`src/rtl/ohm_pkg.sv`:
```
package ohm_pkg;

    localparam int TEMP_W      = 10;
    localparam int HYST_W      = 2;
    localparam int HYST_N      = 1 << HYST_W;
    localparam int ADDR_W      = 3;
    localparam int DATA_W      = 32;
    // half-width step and sample LSB, both in units of 1e-4 degC
    localparam int HALF_BASE_U = 4761;
    localparam int LSB_U       = 4230;
    localparam int TEMP_MAX    = (1 << (TEMP_W - 1)) - 1;
    localparam int TEMP_MIN    = -(1 << (TEMP_W - 1));

    typedef logic signed [TEMP_W-1:0] temp_t;
    typedef logic [HYST_W-1:0]        hyst_t;

    typedef struct packed {
        logic  trip_en;
        hyst_t code;
        temp_t thresh;
    } ctrl_t;

    localparam int CTRL_W = $bits(ctrl_t);

    typedef struct packed {
        temp_t hi;
        temp_t lo;
    } wmark_t;

    typedef enum logic [ADDR_W-1:0] {
        RA_CTRL  = 3'd0,
        RA_MASK  = 3'd1,
        RA_GATE  = 3'd2,
        RA_CAUSE = 3'd3,
        RA_STAT  = 3'd4
    } reg_addr_e;

    localparam ctrl_t CTRL_RST = '{trip_en: 1'b0, code: '0, thresh: temp_t'(TEMP_MAX)};

    // half-width for a code, rounded to the nearest sample LSB
    function automatic int hyst_offset(input hyst_t code);
        int num;
        num = HALF_BASE_U * (4 << code);
        return (2 * num + LSB_U) / (2 * LSB_U);
    endfunction

    function automatic temp_t clamp_temp(input int v);
        if (v > TEMP_MAX)
            return temp_t'(TEMP_MAX);
        else if (v < TEMP_MIN)
            return temp_t'(TEMP_MIN);
        else
            return temp_t'(v);
    endfunction

endpackage

```
`src/rtl/ohm_window.sv`:
```
module ohm_window
    import ohm_pkg::*;
(
    input  logic   clk,
    input  logic   rst,
    input  temp_t  thresh_i,
    input  hyst_t  code_i,
    output wmark_t wm_o
);

    logic [TEMP_W-1:0] off_tab [HYST_N];

    for (genvar g = 0; g < HYST_N; g++) begin : g_off
        assign off_tab[g] = TEMP_W'(hyst_offset(hyst_t'(g)));
    end

    int hi_sum;
    int lo_sum;

    always_comb begin
        hi_sum = int'($signed(thresh_i)) + int'(off_tab[code_i]);
        lo_sum = int'($signed(thresh_i)) - int'(off_tab[code_i]);
    end

    assign wm_o.hi = clamp_temp(hi_sum);
    assign wm_o.lo = clamp_temp(lo_sum);

    AST_WM_ORDER: assert property (@(posedge clk) disable iff (rst)
        ($signed(wm_o.lo) <= $signed(thresh_i)) && ($signed(thresh_i) <= $signed(wm_o.hi)));

endmodule

```
`src/rtl/ohm_detect.sv`:
```
module ohm_detect
    import ohm_pkg::*;
(
    input  logic   clk,
    input  logic   rst,
    input  logic   smp_vld_i,
    input  temp_t  smp_i,
    input  wmark_t wm_i,
    input  logic   clr_i,
    output logic   cause_o,
    output logic   armed_o
);

    logic cause_q;
    logic armed_q;
    logic hot_hit;
    logic cool_hit;

    assign hot_hit  = smp_vld_i && armed_q  && ($signed(smp_i) >= $signed(wm_i.hi));
    assign cool_hit = smp_vld_i && !armed_q && ($signed(smp_i) <  $signed(wm_i.lo));

    always_ff @(posedge clk) begin
        if (rst) begin
            cause_q <= 1'b0;
            armed_q <= 1'b1;
        end else begin
            if (hot_hit)
                cause_q <= 1'b1;
            else if (clr_i)
                cause_q <= 1'b0;

            if (hot_hit)
                armed_q <= 1'b0;
            else if (cool_hit)
                armed_q <= 1'b1;
        end
    end

    assign cause_o = cause_q;
    assign armed_o = armed_q;

    AST_SET_WHILE_ARMED: assert property (@(posedge clk) disable iff (rst)
        $rose(cause_q) |-> ($past(armed_q) && $past(smp_vld_i)
                            && ($signed($past(smp_i)) >= $signed($past(wm_i.hi)))));

    AST_DISARM_ON_SET: assert property (@(posedge clk) disable iff (rst)
        $rose(cause_q) |-> !armed_q);

    AST_REARM_BELOW_LOW: assert property (@(posedge clk) disable iff (rst)
        $rose(armed_q) |-> ($past(smp_vld_i)
                            && ($signed($past(smp_i)) < $signed($past(wm_i.lo)))));

    AST_CLEAR_BY_READ: assert property (@(posedge clk) disable iff (rst)
        $fell(cause_q) |-> $past(clr_i));

endmodule

```
`src/rtl/ohm_regs.sv`:
```
module ohm_regs
    import ohm_pkg::*;
(
    input  logic              clk,
    input  logic              rst,
    input  logic              wr_i,
    input  logic              rd_i,
    input  logic [ADDR_W-1:0] addr_i,
    input  logic [DATA_W-1:0] wdata_i,
    output logic [DATA_W-1:0] rdata_o,
    output ctrl_t             ctrl_o,
    output logic              mask_o,
    output logic              gate_o,
    output logic              clr_o,
    input  logic              cause_i,
    input  logic              armed_i,
    input  wmark_t            wm_i
);

    ctrl_t             ctrl_q;
    logic              mask_q;
    logic              gate_q;
    logic [DATA_W-1:0] rdata_q;
    logic [DATA_W-1:0] rd_d;
    reg_addr_e         ra;
    logic              wdata_unused;

    assign ra           = reg_addr_e'(addr_i);
    assign wdata_unused = ^wdata_i[DATA_W-1:CTRL_W];

    always_ff @(posedge clk) begin
        if (rst) begin
            ctrl_q <= CTRL_RST;
            mask_q <= 1'b0;
            gate_q <= 1'b0;
        end else if (wr_i) begin
            case (ra)
                RA_CTRL: ctrl_q <= ctrl_t'(wdata_i[CTRL_W-1:0]);
                RA_MASK: mask_q <= wdata_i[0];
                RA_GATE: gate_q <= wdata_i[0];
                default: ;
            endcase
        end
    end

    always_comb begin
        rd_d = '0;
        case (ra)
            RA_CTRL:  rd_d[CTRL_W-1:0]   = ctrl_q;
            RA_MASK:  rd_d[0]            = mask_q;
            RA_GATE:  rd_d[0]            = gate_q;
            RA_CAUSE: rd_d[0]            = cause_i;
            RA_STAT:  rd_d[2*TEMP_W:0]   = {armed_i, wm_i.lo, wm_i.hi};
            default:  ;
        endcase
    end

    always_ff @(posedge clk) begin
        if (rst)
            rdata_q <= '0;
        else if (rd_i)
            rdata_q <= rd_d;
    end

    assign clr_o   = rd_i && (ra == RA_CAUSE);
    assign rdata_o = rdata_q;
    assign ctrl_o  = ctrl_q;
    assign mask_o  = mask_q;
    assign gate_o  = gate_q;

endmodule

```
`src/rtl/ohm_monitor.sv`:
```
module ohm_monitor
    import ohm_pkg::*;
(
    input  logic              clk,
    input  logic              rst,
    input  logic              smp_vld_i,
    input  logic [TEMP_W-1:0] smp_i,
    input  logic              reg_wr_i,
    input  logic              reg_rd_i,
    input  logic [ADDR_W-1:0] reg_addr_i,
    input  logic [DATA_W-1:0] reg_wdata_i,
    output logic [DATA_W-1:0] reg_rdata_o,
    output logic              irq_o
);

    ctrl_t  ctrl;
    wmark_t wm;
    logic   mask_en;
    logic   gate_en;
    logic   clr;
    logic   cause;
    logic   armed;

    ohm_regs u_regs (
        .clk     (clk),
        .rst     (rst),
        .wr_i    (reg_wr_i),
        .rd_i    (reg_rd_i),
        .addr_i  (reg_addr_i),
        .wdata_i (reg_wdata_i),
        .rdata_o (reg_rdata_o),
        .ctrl_o  (ctrl),
        .mask_o  (mask_en),
        .gate_o  (gate_en),
        .clr_o   (clr),
        .cause_i (cause),
        .armed_i (armed),
        .wm_i    (wm)
    );

    ohm_window u_window (
        .clk      (clk),
        .rst      (rst),
        .thresh_i (ctrl.thresh),
        .code_i   (ctrl.code),
        .wm_o     (wm)
    );

    ohm_detect u_detect (
        .clk       (clk),
        .rst       (rst),
        .smp_vld_i (smp_vld_i),
        .smp_i     (temp_t'(smp_i)),
        .wm_i      (wm),
        .clr_i     (clr),
        .cause_o   (cause),
        .armed_o   (armed)
    );

    assign irq_o = cause && ctrl.trip_en && mask_en && gate_en;

endmodule

```
`config.mk`:
```
export PLATFORM = sky130hd
export DESIGN_NAME = ohm_monitor
export DESIGN_NICKNAME = d
export VERILOG_FILES = /design/src/rtl/ohm_pkg.sv /design/src/rtl/ohm_window.sv /design/src/rtl/ohm_detect.sv /design/src/rtl/ohm_regs.sv /design/src/rtl/ohm_monitor.sv
export SDC_FILE = /design/constraint.sdc
export NUM_CORES = 1
export LEC_CHECK = 0
export BUFFER_PORTS_ARGS = -buffer_cell sky130_fd_sc_hd__buf_4
export CELL_PAD_IN_SITES_DETAIL_PLACEMENT = 0
export CELL_PAD_IN_SITES_GLOBAL_PLACEMENT = 1
export CORE_ASPECT_RATIO = 0.8
export CORE_MARGIN = 3
export CORE_UTILIZATION = 40
export DETAILED_ROUTE_END_ITERATION = 16
export PLACE_DENSITY_LB_ADDON = 0.1
export SLEW_MARGIN = 10
export SYNTH_ARGS = -nofsm -noshare
export SYNTH_HDL_FRONTEND = slang
export SYNTH_SLANG_ARGS = --single-unit
```
`constraint.sdc`:
```
create_clock -name clk -period 9.3 [get_ports clk]
set_input_delay 1.86 -clock clk [delete_from_list [all_inputs] [get_ports clk]]
set_output_delay 1.86 -clock clk [all_outputs]
set_load 0.005 [all_outputs]
```
==> results of run 1 <==
-- through the flow --
step | area, µm² | cells | hold slack [ns] | setup WS, ns | utilization [%]
after global routing | 3636 | 539 | 0.4780 | 4.655 | 48.73
after floorplan | 3147 | 401 | 0.4426 | 5.578 | -
final | 3636 | 539 | 0.4597 | 4.943 | 48.73
after detailed placement | 3526 | 531 | 0.4500 | 5.063 | 47.25
after global placement | 3526 | 531 | 0.4414 | 5.049 | 47.25
after CTS | 3636 | 539 | 0.4650 | 5.034 | 48.73
-- critical path: cells and delay by family (launching register included) --
family / cells / cell delay, ns
DFF: 1 / 0.47
AOI/OAI and AO/OA: 9 / 2.33
and+or+nand+nor: 2 / 0.42
buffers and inverters: 1 / 0.13
adders and majority gates: 3 / 0.88
-- worst min path at each step --
| stage | start | to | slack, ns | cells past startpoint |
|---|---|---|---|---|
| 2_1_floorplan | u_regs.rdata_o[10] | u_regs.rdata_o[10] | 0.44 | 2 |
| 3_3_place_gp | u_regs.rdata_o[17] | u_regs.rdata_o[17] | 0.44 | 2 |
| 3_5_place_dp | u_regs.rdata_o[17] | u_regs.rdata_o[17] | 0.45 | 2 |
| 4_1_cts | u_regs.rdata_o[17] | u_regs.rdata_o[17] | 0.47 | 2 |
| 5_1_grt | u_regs.rdata_o[16] | u_regs.rdata_o[16] | 0.48 | 2 |
| 6_report | u_regs.rdata_o[17] | u_regs.rdata_o[17] | 0.46 | 2 |
-- per-layer routing --
layer	vias up	track usage [%]	share of wire, %
li1	1488	-	-
met3	11	3.650	6.0
met2	101	31.65	43
met4	0	4.172	1.3
met1	1409	31.00	49
met5	-	0	0
-- layout make-up --
type	instances	area, µm²	share of cell area, %
multi-input combinational	315	2161	59.43
sequential	38	760.7	20.92
timing repair buffer	53	397.9	10.94
tap	105	131.4	3.613
clock buffer	8	110.1	3.028
inverter	20	75.07	2.065
-- flip-flops by register name, indices dropped and copies added, names as in the netlist --
register / count
u_regs.gate_o: 1
u_regs.ctrl_o: 13
u_detect.armed_o: 1
u_regs.mask_o: 1
u_detect.cause_o: 1
u_regs.rdata_o: 21
-- where the power goes --
group          internal (mW)  switching (mW)  total [mW]
registers              0.169         0.00722       0.176
logic                 0.0558          0.0723       0.128
clock network         0.0749          0.0569       0.132
-- cells in the final DEF, fill, tap and decap left out, drive strengths merged, types with 8 or more instances in the layout --
master	instances
buf	53
dfxtp	38
nor2	36
ha	35
nand2	32
a21oi	30
o21ai	25
inv	19
nand3	13
a211o	11
conb	11
nor3	11
nor2b	9
mux2i	9
and3	8
clkbuf	8
-- kinds of logic (layout without fill, tap and decap cells) --
logic type                 after synthesis  after routing  share of synthesized area (%)
muxes                                   10             10                          3.622
xor gates and xnor gates                 6              6                          1.690
and+or+nand+nor                        139            139                          22.78
adders and majority gates               37             37                          15.37
AOI/OAI and AO/OA                      112            112                          24.55
other                                    1             11                         0.1206
DFF                                     38             38                          24.47
buffers and inverters                   48             81                          7.404
==> flow_metrics.tcl, run 1 <==
set metrics [dict create \
    finalPower_mw 0.4360 \
    cts_sinks 38 \
    cpMaxStageDelayCell "dfxtp_1" \
    slew_headroom_pct 38.30 \
    syn_area_um2 3109 \
    slew_violations 0 \
    synth_top_area_cell "dfxtp_1" \
    crit_start "u_regs.ctrl_o[11]" \
    r2r-start "u_regs.ctrl_o[11]" \
    setup_tns_ns 0 \
    gp_congestion 0.8505 \
    seq_area_frac_synth_pct 24.47 \
    synth_ff_type "dfxtp_1" \
    grt_pass1_vias 2817 \
    synth_area_per_cell_um2 7.952 \
    drt_iter0_drc 175 \
    area_growth_pct 16.94 \
    period_share_pct 46.85 \
    timing.critical_path.to "u_detect.armed_o" \
    insertion_delay_ns 0.29 \
    syn_inst 391 \
    core_region_area_um2 7462 \
    dp_hpwl_mm 7.377 \
    placement.io_buffers 52 \
    max_stage_delay_ns 0.47 \
    rows 28 \
    pin_count 83 \
    timing.rr.end "u_detect.armed_o" \
    cts_tree "yes" \
    ys.warnings.count 0 \
    startpoint_type "flip-flop" \
    num-fill-cells 751 \
    wl_per_cell_um 17.14 \
    cts_root_buffer "clkbuf_8" \
    cts_resized 0 \
    arrival_ns 4.52 \
    worstSetupPathType "reg2reg" \
    netlist_top_cells_count "dfxtp_1, ha_1, nor2_1" \
    nets 520 \
    rsz0062_at_grt "no" \
    worst_r2r_path_depth 15 \
    worstPathCellList "ha_1 -> inv_1 -> fa_1 -> nand2b_1 -> a221o_1 -> a21oi_1 -> o21ai_0 -> a21oi_1 -> ha_1 -> and4_1 -> o21ai_0 -> a311oi_1 -> a41oi_1 -> a211oi_1 -> o41ai_2" \
    cp-end-kind "flip-flop" \
    grt_overflow 0 \
    timing.final.hold_violations 0 \
    finalWirelength_mm 9.239 \
    p_leak_nw 1.569 \
    rrSetupSlack_ns 4.94 \
    max_freq_ghz 0.2295 \
    ctsHoldBuffers 0 \
    period_needed_ns 4.357 \
    tightest_slew_ns 0.9221 \
    cap_viol_max_count 0 \
    clockBufferDepth 2 \
    die_x_um 104.6 \
    start_util_pct 41.67 \
    htreeDepth 2 \
    drive_above_1_share_pct 17.74 \
    numCtsBuffers 5 \
    ys_types 68 \
    worst_ir_drop_vdd_uv 77.70 \
    via_count 3009 \
    synth.most_common_cell "dfxtp_1" \
    hold_path.class "reg2reg" \
    synth_top_cells_by_area "dfxtp_1, ha_1, a21oi_1" \
    setup_viol 0 \
    dr.pass1.iters 5 \
    finClkSkew_ns 0.01359 \
    worstPathMaxFanout 5 \
    cp.required_ns 9.47 \
    grt_first_pass_wirelength_mm 14.70 \
    synth_seq_cells 38 \
    synth_edf_count 0 \
    outcome "complete, no violations" \
    post_cts_buffers 0 \
    num_antenna_cells 0 \
    antenna_found_initial 0 \
    synth_top_area_share_pct 24.47 \
    drc 0 \
    cts.reportedPaths.clkPinSlew_ns 0.08 \
    power.density_cell_area_nw_per_um2 119.9 \
    vias_per_cell 5.583 \
    grt_use_total_pct 20.79 \
    ant_nets 0 \
    die_area_um2 8873 \
    synth_async_sr_flop_share_pct 0 \
    grt_max_degree 34 \
    die_h_um 84.86 \
]
(Power assumes the default switching activity.)
==> run 2, diff against run 1 <==
CORE_UTILIZATION = 35   (was 40)
clock period = 3.9 ns   (was 9.3 ns; I/O delays follow)
==> flow_metrics.tcl, run 2 (synthesis gave the netlist of run 1 again) <==
set metrics [dict create \
    cpMaxStageDelayCell "fa_1" \
    dr.pass1.iters 4 \
    slew_headroom_pct 46.12 \
    drive_above_1_share_pct 31.04 \
    cts_tree "yes" \
    final_common_cell "buf_4" \
    preCtsSetupSlack_ns -0.08764 \
    period_needed_ns 3.774 \
    cts_root_buffer "clkbuf_8" \
    start_util_pct 36.33 \
    clockBufferDepth 2 \
    grt_overflow 0 \
    placement.io_buffers 52 \
    pin_count 83 \
    area_growth_pct 35.21 \
    finalWirelength_mm 10.34 \
    holdPathStages 2 \
    grt_pass1_vias 2974 \
    comb_power_share_pct 32.0 \
    worstSetupPathType "reg2reg" \
    cp-end-kind "flip-flop" \
    cap_viol_max_count 0 \
    vias_per_cell 5.382 \
    rsz0062_at_grt "yes" \
    power.density_cell_area_nw_per_um2 290.1 \
    worst_r2r_path_depth 17 \
    hold_path.class "reg2reg" \
    rows 30 \
    antenna_found_initial 0 \
    timing.final.hold_violations 0 \
    startpoint_type "flip-flop" \
    numCtsBuffers 5 \
    p_sw_share_pct 30.31 \
    setup_viol 0 \
    die_x_um 111.4 \
    cts_sinks 38 \
    drt_iter0_drc 260 \
    num_antenna_cells 0 \
    wl_per_cell_um 17.47 \
    fin_cells 592 \
    p_int_mw 0.8499 \
    die_area_um2 10060 \
    max_freq_ghz 0.2650 \
    cp.required_ns 4.08 \
    pwr-share-clk_pct 33.9 \
    switchingPower_mw 0.3696 \
    largest_reg_flops 21 \
    max_stage_delay_ns 0.38 \
    core_region_area_um2 8558 \
    min_from "u_regs.rdata_o[13]" \
    r2r-start "u_regs.ctrl_o[11]" \
    final_cell_mix "buf_4, dfxtp_1, nor2_1, nand2_1, ha_1" \
    holdPathEnd "u_regs.rdata_o[13]" \
    place_area_um2 3865 \
    worstPathCellList "inv_2 -> ha_4 -> inv_1 -> fa_1 -> nand2b_4 -> a221o_1 -> buf_4 -> and3_1 -> a211o_1 -> o22ai_2 -> ha_1 -> and4_4 -> o21ai_0 -> a311oi_1 -> a41oi_2 -> a211oi_2 -> o41ai_2" \
    grt_max_degree 34 \
    setup_ws_ns 0.1264 \
    design_area_um2 4204 \
    cts.reportedPaths.clkPinSlew_ns 0.09 \
    drc 0 \
    finalPower_mw 1.220 \
    p_seq_share_pct 34.1 \
    finClkSkew_ns 0.008493 \
    dp_hpwl_mm 8.129 \
    worst_ir_drop_vdd_uv 126.1 \
    grt_first_pass_wirelength_mm 15.81 \
    arrival_ns 3.95 \
    insertion_delay_ns 0.30 \
    ant_nets 0 \
    outcome "complete, no violations" \
    die_h_um 90.30 \
    gp_congestion 0.9084 \
    timing.rr.end "u_detect.armed_o" \
    grt_use_total_pct 19.53 \
    htreeDepth 2 \
    period_share_pct 96.76 \
    p_leak_nw 1.843 \
    rrSetupSlack_ns 0.13 \
    tightest_slew_ns 0.8053 \
    fin_hold_ws_ns 0.4602 \
    nets 566 \
    worstPathMaxFanout 4 \
    dp.cells 582 \
    via_count 3186 \
    slew_violations 0 \
]
-- run 2: cell count changes in the layout (fill, tap and decap cells not counted), sizes merged --
| cell | change |
|---|---|
| clkbuf | -3 |
| clkinv | +1 |
| buf | +46 |
| bufinv | +2 |
-- run 2: worst max path at each step --
stage	slack, ns	depth (start not counted)	end	from
floorplan	0.18	16	u_detect.armed_o	u_regs.ctrl_o[10]
global placement	-0.07	17	u_detect.armed_o	u_regs.ctrl_o[11]
detailed placement	-0.09	16	u_detect.armed_o	u_regs.ctrl_o[10]
CTS	0.0008	16	u_detect.armed_o	u_regs.ctrl_o[10]
global route	-0.11	17	u_detect.armed_o	u_regs.ctrl_o[10]
finish	0.13	17	u_detect.armed_o	u_regs.ctrl_o[11]
-- run 2: area by class of cell --
cell class                 instances  area [µm²]
tap                              112       140.1
fill                             894        4354
inverter                          20       75.07
timing repair buffer              99       743.2
sequential                        38       764.5
clock inverter                     3       68.82
clock buffer                       5       68.82
multi-input combinational        315        2344
-- run 2: routing by layer --
metal  track usage [%]  part of all wire, %  vias to the layer above
met5                 0                    0                        -
met4             5.268                  1.6                        0
met3             2.612                  5.0                       14
met2             28.66                   43                      100
met1             29.82                   50                     1495
li1                  -                    -                     1577
-- run 2: worst max-delay path: cells and delay by family, from the launching register on --
family                   cells  cell delay (ns)
buffers and inverters        3             0.31
adder cells (fa/ha/maj)      3             0.71
AND/OR/NAND/NOR              3             0.57
flip-flops                   1             0.37
AO/OA/AOI/OAI                8             1.71
-- run 2: metrics by stage --
step                utilization, %  setup TNS, ns
global route                 49.12        -0.1086
floorplan                        -              0
detailed placement           45.16       -0.09906
CTS                          46.84              0
global placement             45.16       -0.08304
finish                       49.12              0
-- run 2: power groups by stage --
stage | Combinational [mW] | Clock [mW] | Sequential, mW
floorplan | 0.212 | 0 | 0.421
finish | 0.391 | 0.413 | 0.416
detailed placement | 0.359 | 0 | 0.424
CTS | 0.363 | 0.423 | 0.415
global route | 0.432 | 0.435 | 0.418
global placement | 0.355 | 0 | 0.424
-- run 2: what timing repair did --
item	CTS	global route
pin swaps	2	10
buffers inserted	0	2
hold buffers	0	0
endpoints found under the setup margin	2	2
resized for setup	4	36
==> run 3, diff against run 2 <==
BUFFER_PORTS_ARGS = unset   (was -buffer_cell sky130_fd_sc_hd__buf_4)
CORE_UTILIZATION = 40   (was 35)
DONT_BUFFER_PORTS = 1   (was unset)
==> flow_metrics.tcl, run 3 (synthesis gave the netlist of run 1 again) <==
set metrics [dict create \
    slew_headroom_pct 44.21 \
    worstPathMaxFanout 5 \
    cp.required_ns 4.11 \
    tightest_slew_ns 0.8337 \
    wl_per_cell_um 18.31 \
    period_share_pct 95.78 \
    rsz0062_at_grt "yes" \
    grt_use_total_pct 21.36 \
    multi_input_area_um2 2250 \
    slew_violations 0 \
    ctsHoldBuffers 0 \
    setup_viol 0 \
    start_util_pct 41.67 \
    clockBufferDepth 2 \
    finalPower_mw 1.028 \
    final_cell_mix "buf_4, dfxtp_1, nor2_1, ha_1, nand2_1" \
    worstPathCellList "inv_1 -> ha_1 -> inv_2 -> ha_1 -> nor2b_1 -> o311a_2 -> o21a_4 -> or4_4 -> o31ai_4 -> ha_4 -> nand4_1 -> or3_1 -> o21bai_1 -> a2111oi_2 -> a211oi_2 -> o41ai_2" \
    cts_sinks 38 \
    num_antenna_cells 0 \
    die_x_um 104.6 \
    p_sw_share_pct 33.02 \
    rows 28 \
    die_area_um2 8873 \
    area_growth_pct 15.73 \
    dp_hpwl_mm 7.714 \
    startpoint_type "flip-flop" \
    p_leak_nw 1.490 \
    drive_above_1_share_pct 17.90 \
    r2r-start "u_regs.ctrl_o[10]" \
    grt_overflow 0 \
    arrival_ns 3.95 \
    num-fill-cells 751 \
    timing.rr.end "u_detect.armed_o" \
    crit_top_cell "ha_1" \
    pwr-share-clk_pct 28.9 \
    timing.final.hold_violations 0 \
    holdPathStages 2 \
    drc 0 \
    die_h_um 84.86 \
    gp_congestion 0.8450 \
    regArea_um2 762.0 \
    vias_per_cell 5.611 \
    pin_count 83 \
    max_stage_delay_ns 0.49 \
    worst_r2r_path_depth 16 \
    antenna_found_initial 0 \
    crit_buf_inv 2 \
    numCtsBuffers 5 \
    cp-end-kind "flip-flop" \
    cts.reportedPaths.clkPinSlew_ns 0.08 \
    power.density_cell_area_nw_per_um2 285.7 \
    worst_ir_drop_vdd_uv 156.1 \
    hold_path.class "reg2reg" \
    outcome "complete, no violations" \
    max_freq_ghz 0.2677 \
    grt_max_degree 34 \
    htreeDepth 2 \
    timing.critical_path.to "u_detect.armed_o" \
    largest_reg_flops 21 \
    dr.pass1.iters 5 \
    cts_tree "yes" \
    cts_root_buffer "clkbuf_8" \
    ant_nets 0 \
    fin_cells 524 \
    grt_pass1_vias 2675 \
    core_region_area_um2 7462 \
    placement.io_buffers 0 \
    grt_first_pass_wirelength_mm 14.77 \
    crit_start "u_regs.ctrl_o[10]" \
    rrSetupSlack_ns 0.16 \
    insertion_delay_ns 0.30 \
    switchingPower_mw 0.3395 \
    drt_iter0_drc 171 \
    worst_path_dominant_cell_family "compound AO/OA/AOI/OAI gates" \
    cap_viol_max_count 0 \
    p_int_mw 0.6887 \
    final_common_cell "buf_4" \
    cp.depth 16 \
    period_needed_ns 3.736 \
    finClkSkew_ns 0.006078 \
    p_seq_share_pct 40.7 \
    dp.cells 514 \
    via_count 2940 \
    nets 505 \
    cpMaxStageDelayCell "or4_4" \
    comb_power_share_pct 30.5 \
    finalWirelength_mm 9.593 \
    worstSetupPathType "reg2reg" \
]
-- run 3: worst min-delay path, cell delays in order (launching register included) --
cell,delay [ns]
dfxtp_1,0.33
nand2_1,0.06
a21oi_1,0.05
-- run 3: worst min-delay path by stage --
stage                                   from                  to  slack, ns
after CTS                 u_regs.rdata_o[14]  u_regs.rdata_o[14]       0.48
after detailed placement  u_regs.rdata_o[14]  u_regs.rdata_o[14]       0.47
after floorplan           u_regs.rdata_o[10]  u_regs.rdata_o[10]       0.44
after global placement     u_regs.rdata_o[9]   u_regs.rdata_o[9]       0.46
after global routing      u_regs.rdata_o[16]  u_regs.rdata_o[16]       0.50
final                     u_regs.rdata_o[14]  u_regs.rdata_o[14]       0.48
-- run 3: area by class of cell --
class                   count  area share (%)
multi-input cells         315           62.52
flip-flops and latches     38           21.18
repair buffers             38           7.928
well taps                 105           3.651
clock buffers               6           2.295
inverters                  20           2.086
clock inverters             2          0.3477
-- run 3: what timing repair did --
item,4_1_cts,5_1_grt
buffers inserted,1,1
setup endpoints to repair,1,2
resized for setup,5,15
cloned,0,0
pin swaps,1,4
-- run 3: per-layer routing --
layer  wire, µm  track usage (%)  part of all wire (%)
met3        488            4.639                   5.1
met5          0                0                     0
met4        108            5.483                   1.1
met2       4223            32.18                    44
met1       4773            31.07                    50
-- run 3: power by group through the flow --
stage | Combinational (mW) | Sequential [mW] | Clock [mW]
after floorplan | 0.212 | 0.421 | 0
after global placement | 0.294 | 0.426 | 0
after detailed placement | 0.297 | 0.427 | 0
after CTS | 0.302 | 0.418 | 0.305
after global routing | 0.349 | 0.420 | 0.319
final | 0.313 | 0.418 | 0.297
-- run 3: per-stage QoR --
step	util (%)	setup TNS [ns]	hold slack [ns]	area (µm²)	setup slack, ns
6_report	48.22	0	0.4768	3598	0.1644
5_1_grt	48.22	-0.1010	0.4960	3598	-0.09589
4_1_cts	47.05	0	0.4822	3511	0.004576
3_5_place_dp	45.54	-0.1155	0.4698	3398	-0.1155
3_3_place_gp	45.54	-0.05282	0.4630	3398	-0.05282
2_1_floorplan	-	0	0.4426	3147	0.1779
